File: config.mk
export PLATFORM = sky130hd
export DESIGN_NAME = prog_entry_seq
export DESIGN_NICKNAME = d
export VERILOG_FILES = /design/src/rtl/prog_entry_pkg.sv /design/src/rtl/prog_phase_timer.sv /design/src/rtl/prog_echo_cap.sv /design/src/rtl/prog_entry_seq.sv
export SDC_FILE = /design/constraint.sdc
export NUM_CORES = 1
export LEC_CHECK = 0
export ABC_CLOCK_PERIOD_IN_PS = 4900
export BUFFER_PORTS_ARGS = -buffer_cell sky130_fd_sc_hd__buf_2
export CORE_MARGIN = 4
export CORE_UTILIZATION = 45
export DETAILED_ROUTE_END_ITERATION = 16
export PLACE_DENSITY = 0.74
export REMOVE_ABC_BUFFERS = 1
export SLEW_MARGIN = 20
export SYNTH_ARGS = -nofsm -noshare
export SYNTH_HDL_FRONTEND = slang
export SYNTH_SLANG_ARGS = --single-unit
export TNS_END_PERCENT = 10
File: constraint.sdc
create_clock -name clk -period 4.9 [get_ports clk]
set_input_delay 0.735 -clock clk [delete_from_list [all_inputs] [get_ports clk]]
set_output_delay 0.735 -clock clk [all_outputs]
set_load 0.05 [all_outputs]
File: src/rtl/prog_entry_pkg.sv
// Shared constants, state encoding and instruction lookup for the
// serial programming entry sequencer. Assumes a four-byte instruction
// whose echo is checked in the third byte.
package prog_entry_pkg;
    localparam int          INSTR_BYTES = 4;
    localparam int          ECHO_IDX    = 2;
    localparam logic [7:0]  ECHO_VAL    = 8'h53;

    typedef enum logic [2:0] {
        ST_IDLE,
        ST_PULSE,
        ST_SETTLE,
        ST_LOW,
        ST_HIGH,
        ST_READY,
        ST_FAIL
    } seq_state_t;

    // Byte of the programming-enable instruction at position idx.
    function automatic logic [7:0] instr_byte(input logic [1:0] idx);
        case (idx)
            2'd0:    return 8'hAC;
            2'd1:    return 8'h53;
            default: return 8'h00;
        endcase
    endfunction
endpackage

File: src/rtl/prog_phase_timer.sv
// Down-counter for one timed phase. A load starts a phase of len cycles.
// done is high in the last cycle of the phase. Assumes the caller loads
// it on the same edge that enters the phase; len of 0 behaves as 1.
module prog_phase_timer #(
    parameter int CW = 24
) (
    input  logic          clk,
    input  logic          rst_n,
    input  logic          load,
    input  logic [CW-1:0] len,
    output logic          done
);
    logic [CW-1:0] cnt;

    // Count down the remaining cycles of the current phase.
    always_ff @(posedge clk) begin
        if (!rst_n)
            cnt <= '0;
        else if (load)
            cnt <= (len == '0) ? '0 : len - 1'b1;
        else if (cnt != '0)
            cnt <= cnt - 1'b1;
    end

    assign done = (cnt == '0);
endmodule

File: src/rtl/prog_echo_cap.sv
// Captures the MISO bits sampled during the echo byte of the instruction
// and compares them with the expected echo. Assumes bit_idx counts the
// instruction bits from 0, MSB first, and sample marks a rising SCK edge.
module prog_echo_cap
    import prog_entry_pkg::*;
#(
    parameter int BW = 5
) (
    input  logic          clk,
    input  logic          rst_n,
    input  logic          clear,
    input  logic          sample,
    input  logic [BW-1:0] bit_idx,
    input  logic          miso,
    output logic          match
);
    logic [7:0] cap;
    logic       in_echo;

    assign in_echo = (int'(bit_idx[BW-1:3]) == ECHO_IDX);

    // Shift in MISO on rising edges that fall inside the echo byte.
    always_ff @(posedge clk) begin
        if (!rst_n)
            cap <= '0;
        else if (clear)
            cap <= '0;
        else if (sample && in_echo)
            cap <= {cap[6:0], miso};
    end

    assign match = (cap == ECHO_VAL);
endmodule

File: src/rtl/prog_entry_seq.sv
// Serial programming entry sequencer. On start it holds the target in
// reset, optionally gives RESET a high pulse, waits a settling time and
// then shifts the four-byte enable instruction in SPI mode 0 while it
// checks the echo in the third byte. It retries after a bad echo, up to
// MAX_TRIES attempts. All delays are clock counts taken from the ports.
// Assumes the counts are held stable while busy.
module prog_entry_seq
    import prog_entry_pkg::*;
#(
    parameter int CW        = 24,
    parameter int MAX_TRIES = 32
) (
    input  logic          clk,
    input  logic          rst_n,
    input  logic          start,
    input  logic          sck_unsure,
    input  logic [CW-1:0] pulse_len,
    input  logic [CW-1:0] settle_len,
    input  logic [CW-1:0] half_len,
    input  logic          miso,
    output logic          rst_oe,
    output logic          rst_drv,
    output logic          sck,
    output logic          mosi,
    output logic          busy,
    output logic          ready,
    output logic          failed
);
    localparam int NBITS = 8 * INSTR_BYTES;
    localparam int BW    = $clog2(NBITS);
    localparam int TW    = $clog2(MAX_TRIES + 1);

    seq_state_t    state, nxt;
    logic [BW-1:0] bit_idx, nbit;
    logic [TW-1:0] tries;
    logic          ld, done, match, start_acc, retry, last_bit, next_mosi;
    logic [CW-1:0] ld_len;
    logic [7:0]    cur_byte;

    prog_phase_timer #(.CW(CW)) u_timer (
        .clk   (clk),
        .rst_n (rst_n),
        .load  (ld),
        .len   (ld_len),
        .done  (done)
    );

    prog_echo_cap #(.BW(BW)) u_echo (
        .clk     (clk),
        .rst_n   (rst_n),
        .clear   (ld && (nxt == ST_PULSE || nxt == ST_SETTLE)),
        .sample  (state == ST_LOW && done),
        .bit_idx (bit_idx),
        .miso    (miso),
        .match   (match)
    );

    assign last_bit  = (bit_idx == BW'(NBITS - 1));
    assign start_acc = start && (state == ST_IDLE || state == ST_READY || state == ST_FAIL);
    assign nbit      = (state == ST_HIGH) ? bit_idx + 1'b1 : '0;
    assign cur_byte  = instr_byte(nbit[BW-1:3]);
    assign next_mosi = cur_byte[3'd7 - nbit[2:0]];

    // Next-state choice and phase timer loading.
    always_comb begin
        nxt    = state;
        ld     = 1'b0;
        ld_len = half_len;
        retry  = 1'b0;
        case (state)
            ST_IDLE, ST_READY, ST_FAIL: begin
                if (start) begin
                    ld     = 1'b1;
                    nxt    = sck_unsure ? ST_PULSE : ST_SETTLE;
                    ld_len = sck_unsure ? pulse_len : settle_len;
                end
            end
            ST_PULSE: if (done) begin
                ld = 1'b1; nxt = ST_SETTLE; ld_len = settle_len;
            end
            ST_SETTLE: if (done) begin
                ld = 1'b1; nxt = ST_LOW;
            end
            ST_LOW: if (done) begin
                ld = 1'b1; nxt = ST_HIGH;
            end
            ST_HIGH: if (done) begin
                if (!last_bit) begin
                    ld = 1'b1; nxt = ST_LOW;
                end else if (match) begin
                    nxt = ST_READY;
                end else if (tries == TW'(MAX_TRIES - 1)) begin
                    nxt = ST_FAIL;
                end else begin
                    ld = 1'b1; nxt = ST_PULSE; ld_len = pulse_len; retry = 1'b1;
                end
            end
            default: nxt = ST_IDLE;
        endcase
    end

    // State, bit position, attempt count and serial data register.
    always_ff @(posedge clk) begin
        if (!rst_n) begin
            state   <= ST_IDLE;
            bit_idx <= '0;
            tries   <= '0;
            mosi    <= 1'b0;
        end else begin
            state <= nxt;
            if (start_acc)
                tries <= '0;
            else if (retry)
                tries <= tries + 1'b1;
            if (ld && nxt == ST_LOW) begin
                bit_idx <= nbit;
                mosi    <= next_mosi;
            end else if (nxt != ST_LOW && nxt != ST_HIGH) begin
                bit_idx <= '0;
                mosi    <= 1'b0;
            end
        end
    end

    // Pin and flag decode from the state register.
    always_comb begin
        rst_oe  = !(state == ST_IDLE || state == ST_FAIL);
        rst_drv = (state == ST_PULSE);
        sck     = (state == ST_HIGH);
        busy    = (state == ST_PULSE || state == ST_SETTLE ||
                   state == ST_LOW   || state == ST_HIGH);
        ready   = (state == ST_READY);
        failed  = (state == ST_FAIL);
    end
endmodule

[Yosys cells after proc, flatten, opt, wreduce, memory -nomap -nowiden]
Index checks and enable logic that the tools add are counted.
Storage, ports and cells
  flip-flop bits (word level): 47
  memories: 0
  bits in writable memories: 0
  output and inout bits: 7
  input port bits: 77
  word-level logic and storage cells: 93
  memory bits (read-only): 0
  latch bits: 0
Cells by class
  $add $sub $neg: 5
  shifts and indexed selects: 0
  equality and inequality tests: 16
  divide/modulo/power cells: 0
  bitwise logic cells: 1
  magnitude comparators: 1
  multiply operators: 0
  reductions and logical operators: 25
  mux-type cells: 39
Operators by type and width (number)
  $mux 24: 10
  $pmux 24 s3: 1
  $logic_not 24->1: 2
  $sub 24x1->24 const B: 2
  $mux 3: 8
  $reduce_bool 24->1: 1
  $pmux 8 s2: 1
  $mux 5: 3
  $pmux 3 s5: 1
  $eq 3x2->1 const B: 4
  $mux 1: 12
  $eq 3x3->1 const B: 3
  $eq 8x7->1 const B: 1
  $logic_or 1x1->1: 7
  $add 6x1->6 const B: 1
  $eq 3x1->1 const B: 2
  $eq 6x5->1 const B: 1
  $logic_and 1x1->1: 6
  $reduce_or 3->1: 2
  $add 5x1->5 const B: 1
  $eq 5x5->1 const B: 1
  $lt 3x4->1 const B: 1
  $reduce_bool 2->1: 2
  $reduce_or 2->1: 2
  other kinds (12): 12

[Longest topological paths before layout]
Gate-level depths: netlist (run 1).
  word-level depth: 10
  gate-level depth with buffers: 18

[Cells and area by module]
From an unflattened synthesis (run 1), not the netlist that was laid out.
Unflattened totals
  cell total of the unflattened synthesis: 638
  area, all modules: 4758.3 sq um
By module, submodules not included
  prog_entry_seq: area each 2638.8 sq um, seq. area each 300.3 sq um, cells an instance 389, instances 1
  prog_phase_timer: area each 1757.9 sq um, seq. area each 480.5 sq um, cells an instance 217, instances 1
  prog_echo_cap: area each 361.6 sq um, seq. area each 160.2 sq um, cells an instance 32, instances 1

[Worst setup path after synthesis (run 1)]
No wires, ideal clock.
  path kind: register -> register
  from: reg state[0]
  to: reg u_timer.cnt[12]
  buffers on the path: 1
  setup time: 121 ps
  slack: 1018 ps
  arrival time: 3761 ps
  clock period less this slack: 3882 ps
  stages on the path, launching flop included: 12
  cells stage by stage: dfxtp_1 -> inv_1 -> nor3_1 -> o311ai_0 -> and3b_1 -> o21a_4 -> buf_6 -> o211ai_1 -> nand3b_1 -> mux2_2 -> a31oi_1 -> o21ai_1
RTL lines
  start, declared: RTL line prog_entry_seq.sv:33  | seq_state_t state, nxt;
  start signal, assigned: RTL line prog_entry_seq.sv:110  | state <= nxt;
  $eq 3x1->1 *
  net rst_drv: RTL line prog_entry_seq.sv:22  | output logic rst_drv,
  $pmux 24 s3: RTL line prog_entry_seq.sv:70  | case (state)
  $sub 24x1->24 / $logic_not 24->1 (equally long branches): RTL line prog_phase_timer.sv:20  | cnt <= (len == '0) ? '0 : len - 1'b1;
  $mux 24: RTL line prog_phase_timer.sv:20
  $mux 24: RTL line prog_phase_timer.sv:19  | else if (load)
  end signal, assigned: RTL line prog_phase_timer.sv:20
  end signal, assigned: RTL line prog_phase_timer.sv:22  | cnt <= cnt - 1'b1;
  end, declared: RTL line prog_phase_timer.sv:13  | logic [CW-1:0] cnt;
The timed path passes the listed nets; every way through them passes the cells marked *.
A chain may end at the register's enable or synchronous reset.

[Worst setup path after layout (run 1)]
  from: reg bit_idx[0]
  to: reg u_timer.cnt[8]
Between the ends
  cells in the longest elaborated chain, start to end: 7
Ends and longest elaborated chain
  start, declared: RTL line prog_entry_seq.sv:34  | logic [BW-1:0] bit_idx, nbit;
  start signal, assigned: RTL line prog_entry_seq.sv:116  | bit_idx <= nbit;
  $eq 5x5->1 *: RTL line prog_entry_seq.sv:58  | assign last_bit = (bit_idx == BW'(NBITS - 1));
  $mux 24: RTL line prog_entry_seq.sv:88  | if (!last_bit) begin
  $mux 24: RTL line prog_entry_seq.sv:87  | ST_HIGH: if (done) begin
  $pmux 24 s3: RTL line prog_entry_seq.sv:70
  $sub 24x1->24 / $logic_not 24->1 (equally long branches): RTL line prog_phase_timer.sv:20
  $mux 24: RTL line prog_phase_timer.sv:20
  $mux 24: RTL line prog_phase_timer.sv:19
Every way passes the cells marked *; elsewhere a longest branch is shown, timed or not.

==> impl_metrics.toml, run 1 <==
[outcome]
status = "completed"

[worst_setup_path]
cp_max_fo = 8
cp_common_cell = "ha_1"
critPathSlowestCell = "o41ai_1"
cp.arrival_ns = 4.39
crit_path_end = "u_timer.cnt[8]"
critical-path-top-delay-family = "compound AO/OA/AOI/OAI gates"
crit_chain = "ha_1 -> and3_1 -> ha_1 -> inv_1 -> a21o_1 -> nor4_2 -> nor3_1 -> o41ai_1 -> and3_1 -> ha_1 -> nand2_1 -> a211oi_1 -> nand2b_1 -> o21ai_0 -> a21oi_1 -> o21a_1"
r2r_setup_slack_ns = 0.72
path_class = "reg -> reg"
crit_buf_inv = 1
reg2reg_from = "bit_idx[0]"
rr_worst_depth = 16
start_kind = "flip-flop"
crit_cells = 16
critical-path-max-stage-delay_ns = 0.51
crit_required_ns = 5.12
crit_path_end_kind = "flip-flop"
r2r-end = "u_timer.cnt[8]"
crit_start = "bit_idx[0]"

[timing]
rsz0062_at_grt = "false"
fin_skew_ns = 0.00618
finalCriticalPeriod_ns = 4.18
setup_tns_ns = 0
tightest_slew_ns = 0.776
maxSlewHeadroom_pct = 47.8
setup_viol = 0
fin_crit_sh_pct = 85.2
finalWorstSetupSlack_ns = 0.723
fmax_ghz = 0.239
finalHoldViolations = 0
drv_slew = 0

[cells_and_area]
multi_input_area_um2 = 3210
layout_common_cells = "buf_2, nor2_1, nand2_1"
nFillCells = 947
n_antenna_cell = 0
fin_cells = 781
drive_above_1_share_pct = 18.6
area_delta_synth_final_pct = 14.7
regArea_um2 = 941
fin_nets = 735
final_common_cell = "buf_2"

[yosys]
syn_inst = 577
synth-edff-count = 0
synth.yosys.seq_area_share_pct = 21.9
yosys_warnings = 0
syn_avg_cell_area_um2 = 7.46
syn_area_um2 = 4300
ys_async_sr_fraction_pct = 0
synth_cell_types = 74
synth_ff_type = "dfxtp_1"
yosys_register_bits = 47

[floorplanning]
core_area_um2 = 9280
rows = 35
io_pins = 84
chipWidth_um = 106
die_h_um = 106
start_util_pct = 46.4
die-area_um2 = 11200

[pwr]
p_leak_nw = 1.95
vdd_drop_max_uv = 164
powerDensity_nw_per_um2 = 378

[place]
pre_cts_slack_ns = 0.847
gp_congestion = 0.975
port-buffer-count = 83
dp.cells = 773
place_hpwl_um = 10300

[clock_tree]
post_cts_buffers = 0
postCtsHoldBufs = 0
cts_sinks = 47
clkLatencyLatePin_ns = 0.31
cts_htree_levels = 2
ctsLongestPathBuffers = 2
cts_tree = "done"
cts_buffers = 5
clk_transition_reported_paths_ns = 0.09
cts_root_buffer = "clkbuf_8"
post_cts_resize_count = 0

[grt]
overflow = 0
grt_pass1_vias = 4399
grt_max_degree = 27
busiest_layer = "met2"
grtUsageMet1_pct = 31.1
use_met2_pct = 37.0
use_met3_pct = 2.20
grt_pass1_wl_um = 21000
grtUsageTotal_pct = 22.7
antenna_found_initial = 0

[routing]
ant_nets = 0
routed_wl_um = 13400
routedWlPerCell_um = 17.1
drt-pass1-iter-count = 7
viasPerCell = 6.11
drc = 0
num_vias = 4774
drt_iter0_drc = 394

[flow_run]
max_cap_violations = 0

[min_path]
min_path_type = "reg -> reg"
## flip-flops by register name (all words and copies together), names as in the netlist
signal,count
u_echo.cap,8
u_timer.cnt,24
state,3
mosi,1
bit_idx,5
tries,6
## cell usage after synthesis (5+ instances only)
master / n / area, µm²
a21oi_1: 31 / 155
a31oi_1: 5 / 31.3
nor2_1: 58 / 218
dfxtp_1: 47 / 941
xnor2_1: 17 / 149
a222oi_1: 8 / 80.1
o22ai_1: 9 / 56.3
buf_2: 7 / 35.0
or3_1: 15 / 93.8
o21ai_1: 15 / 75.1
inv_1: 13 / 48.8
and3_1: 10 / 62.6
nand2b_1: 7 / 43.8
and2_1: 12 / 75.1
nand3_1: 8 / 40.0
o21ai_0: 43 / 215
ha_1: 7 / 87.6
nor4_1: 13 / 81.3
a22oi_1: 14 / 105
mux2i_1: 16 / 160
a22o_1: 7 / 61.3
nor2b_1: 11 / 68.8
nor3_1: 24 / 120
xor2_1: 23 / 201
clkbuf_1: 13 / 48.8
nand2_1: 56 / 210
## report_power, final
part / internal, mW / total (mW) / switching (mW)
Combinational: 0.408 / 1.01 / 0.606
Sequential: 0.466 / 0.593 / 0.126
Clock: 0.115 / 0.259 / 0.143
Total: 0.990 / 1.87 / 0.875
## through the flow
stage          hold WS [ns]  utilization, %  total power [mW]  area, µm²
2_1_floorplan         0.449               -              1.31       4190
3_3_place_gp          0.467            52.0              1.57       4830
3_5_place_dp          0.470            52.0              1.58       4830
4_1_cts               0.484            53.1              1.84       4930
5_1_grt               0.522            53.2              2.00       4930
6_report              0.486            53.2              1.87       4930
## cells by family after synthesis
| group | Yosys count | share of synthesized area (%) |
|---|---|---|
| XOR/XNOR | 40 | 8.14 |
| AND/OR/NAND/NOR | 249 | 31.2 |
| adder cells (fa/ha/maj) | 7 | 2.03 |
| flip-flops | 47 | 21.9 |
| AO/OA/AOI/OAI | 178 | 28.4 |
| buffers and inverters | 37 | 3.87 |
| multiplexers | 19 | 4.51 |
## area by class of cell
cell class / count / share of cell area [%]
Tap cell: 129 / 3.27
Multi-Input combinational cell: 493 / 65.0
Sequential cell: 47 / 19.1
Timing Repair Buffer: 91 / 9.63
Clock inverter: 2 / 0.330
Clock buffer: 6 / 1.67
Inverter: 13 / 0.989
## layer usage
layer	vias up	part of all wire, %
met5	-	0
met4	0	2.5
met3	31	7.0
met2	229	47
met1	2209	44
li1	2305	-
## worst min-delay path, stage by stage, from the launching register on
cell and delay [ns]:
dfxtp_1 0.34, nand2_1 0.06, a21oi_1 0.05
## how the worst min path moves through the flow
stage | from | end | cells after the start
after floorplan | tries[1] | tries[1] | 2
after global placement | u_echo.cap[7] | u_echo.cap[7] | 2
after detailed placement | tries[1] | tries[1] | 2
after CTS | tries[1] | tries[1] | 2
after global routing | tries[1] | tries[1] | 2
final | tries[1] | tries[1] | 2
Power figures use the tool's default switching activity.
==> run 2, diff against run 1 <==
ABC_AREA = 1   (was unset)
PLACE_DENSITY = 0.72   (was 0.74)
==> run 2 against run 1 <==
  * Clock power rose by 37%
  * Sequential share of layout area decreased by 3.9 points
  * Routed wire length grew 25%
  * Clock skew fell by 0.0016 ns
  * Synthesized cell count rose by 70%
  * Combinational power rose by 100%
  * Largest cell class unchanged
  * Via count rose by 34%
  * Critical endpoint is now u_timer.cnt[17]
  * Setup slack better by 0.64 ns
==> impl_metrics.toml, run 2 <==
[outcome]
status = "completed"

[yosys]
syn_inst = 982
syn_avg_cell_area_um2 = 5.66
yosys_warnings = 0
ys_async_sr_fraction_pct = 0
synth_ff_type = "dfxtp_1"
synth_cell_types = 43
synth_common_cells = "nand2_1, inv_1, nor2_1"
yosys_register_bits = 47
synth-edff-count = 0
synth.yosys.seq_area_share_pct = 16.9
synth_area_leader_cell = "dfxtp_1"
syn_area_um2 = 5560
synth_area_leaders = "dfxtp_1, nand2_1, inv_1"
yosysMostFrequentCell = "nand2_1"
yosysTopAreaCellShare_pct = 16.9

[clock_tree]
ctsLongestPathBuffers = 2
cts_htree_levels = 2
post_cts_buffers = 0
clkLatencyLatePin_ns = 0.29
postCtsHoldBufs = 0
post_cts_resize_count = 0
cts_buffers = 5
cts_root_buffer = "clkbuf_16"
clk_transition_reported_paths_ns = 0.06
cts_sinks = 47
cts_tree = "done"

[timing]
fmax_ghz = 0.283
maxSlewHeadroom_pct = 28.8
drv_slew = 0
rsz0062_at_grt = "false"
finalHoldViolations = 0
fin_crit_sh_pct = 72.2
setup_viol = 0
fin_skew_ns = 0.00460
finalCriticalPeriod_ns = 3.54
tightest_slew_ns = 1.07
setup_tns_ns = 0

[floorplanning]
io_pins = 84
chipWidth_um = 119
die_h_um = 119
core_area_um2 = 12100
start_util_pct = 46.1
rows = 40
die-area_um2 = 14200

[cells_and_area]
area_delta_synth_final_pct = 11.3
drive_above_1_share_pct = 16.5
largest_reg_flops = 24
reg_top3 = "u_timer.cnt: 24 flops, u_echo.cap: 8 flops, tries: 6 flops"
largest-register = "u_timer.cnt"
fin_nets = 1129
n_antenna_cell = 0
final_common_cell = "nand2_1"
layout_common_cells = "nand2_1, inv_1, nor2_1"
fin_cells = 1214
final_util_pct = 51.3

[worst_setup_path]
critical-path-max-stage-delay_ns = 0.42
reg2reg_from = "u_timer.cnt[11]"
cp_max_fo = 24
r2r_setup_slack_ns = 1.36
crit_chain = "nor2_1 -> nand2_1 -> nor2_4 -> nand2_1 -> nor2_4 -> nand2_2 -> nand2_1 -> nand3_1 -> nand3_1 -> nor2_4 -> ha_1 -> inv_1 -> nor2_1 -> nand2_1 -> nor2_1 -> nand3_2 -> nand2_2 -> inv_2 -> nand3_1 -> a21oi_1"
r2r-end = "u_timer.cnt[17]"
cp.arrival_ns = 3.75
crit_buf_inv = 2
critPathSlowestCell = "nand2_2"
rr_worst_depth = 20
path_class = "reg -> reg"
critical-path-top-delay-family = "simple AND/OR/NAND/NOR gates"
start_kind = "flip-flop"
crit_path_end_kind = "flip-flop"
cp_common_cell = "nand2_1"
crit_required_ns = 5.11

[pwr]
vdd_drop_max_uv = 318
powerDensity_nw_per_um2 = 477
p_leak_nw = 3.02

[routing]
routedWlPerCell_um = 13.7
viasPerCell = 5.26
drt-pass1-iter-count = 5
drt_iter0_drc = 454
ant_nets = 0
num_vias = 6383
routed_wl_um = 16600
drc = 0

[min_path]
worstHoldStart = "u_echo.cap[5]"
min_path_type = "reg -> reg"
hold_depth = 2
min_to = "u_echo.cap[5]"

[place]
gp_congestion = 0.870
place_hpwl_um = 12600
port-buffer-count = 83
dp.cells = 1206

[grt]
grt_pass1_vias = 5893
busiest_layer = "met2"
antenna_found_initial = 0
grtUsageTotal_pct = 23.3
use_met3_pct = 2.66
use_met2_pct = 37.7
grt_pass1_wl_um = 27900
grt_max_degree = 37
grtUsageMet1_pct = 32.5
overflow = 0

[flow_run]
max_cap_violations = 0
==> run 2: changes by cell type after synthesis, moves of 15 or more <==
cell	previous run	this run
a21oi_1	31	61
inv_1	13	160
o21ai_1	15	0
or3_1	15	0
mux2i_1	16	0
o221ai_1	1	18
nor2_2	0	17
nand4_1	4	25
nor3_1	24	5
nand3_1	8	100
nand2_1	56	240
nor2_1	58	113
==> run 2: how the worst max path moves through the flow <==
stage | from | end | cells after the start
floorplan | state[1] | u_timer.cnt[16] | 12
global placement | sck_unsure | u_timer.cnt[11] | 19
detailed placement | sck_unsure | u_timer.cnt[17] | 19
CTS | u_timer.cnt[11] | u_timer.cnt[17] | 20
global route | u_timer.cnt[11] | u_timer.cnt[17] | 20
finish | u_timer.cnt[11] | u_timer.cnt[17] | 20
==> run 2: logic make-up after synthesis <==
logic type,Yosys count,synth area share (%)
adder cells (fa/ha/maj),7,1.58
flip-flops,47,16.9
XOR/XNOR,14,2.21
buffers and inverters,205,15.2
AO/OA/AOI/OAI,153,16.7
AND/OR/NAND/NOR,556,47.4
==> run 2: report_power, final <==
part / internal [mW] / switching [mW] / total (mW)
Sequential: 0.482 / 0.0948 / 0.576
Clock: 0.217 / 0.139 / 0.356
Combinational: 0.639 / 1.38 / 2.02
==> run 2: routing by layer <==
layer / share of wire, % / routed length, µm
met4: 1.9 / 316
met2: 45 / 7530
met5: 0 / 0
met3: 7.2 / 1200
met1: 46 / 7590
==> run 2: per-stage QoR <==
stage	setup slack, ns	hold WS (ns)	area [µm²]	power, mW
2_1_floorplan	1.36	0.441	5350	2.08
3_3_place_gp	1.38	0.452	6030	2.56
3_5_place_dp	1.28	0.454	6030	2.58
4_1_cts	1.38	0.464	6190	2.95
5_1_grt	1.02	0.499	6190	3.24
6_report	1.36	0.462	6190	2.95
==> run 2: area by class of cell <==
type,count,area (µm²)
Tap cell,168,210
Inverter,171,642
Multi-Input combinational cell,730,3770
Fill cell,1252,5870
Timing Repair Buffer,90,468
Sequential cell,47,941
Clock buffer,8,156
==> run 2: worst register-to-register path: stages, from the launching register on <==
cell and delay [ns]:
dfxtp_1 0.34, nor2_1 0.16, nand2_1 0.11, nor2_4 0.32, nand2_1 0.16, nor2_4 0.35, nand2_2 0.42, nand2_1 0.18
nand3_1 0.08, nand3_1 0.13, nor2_4 0.06, ha_1 0.18, inv_1 0.05, nor2_1 0.04, nand2_1 0.06, nor2_1 0.05
nand3_2 0.07, nand2_2 0.06, inv_2 0.33, nand3_1 0.17, a21oi_1 0.15
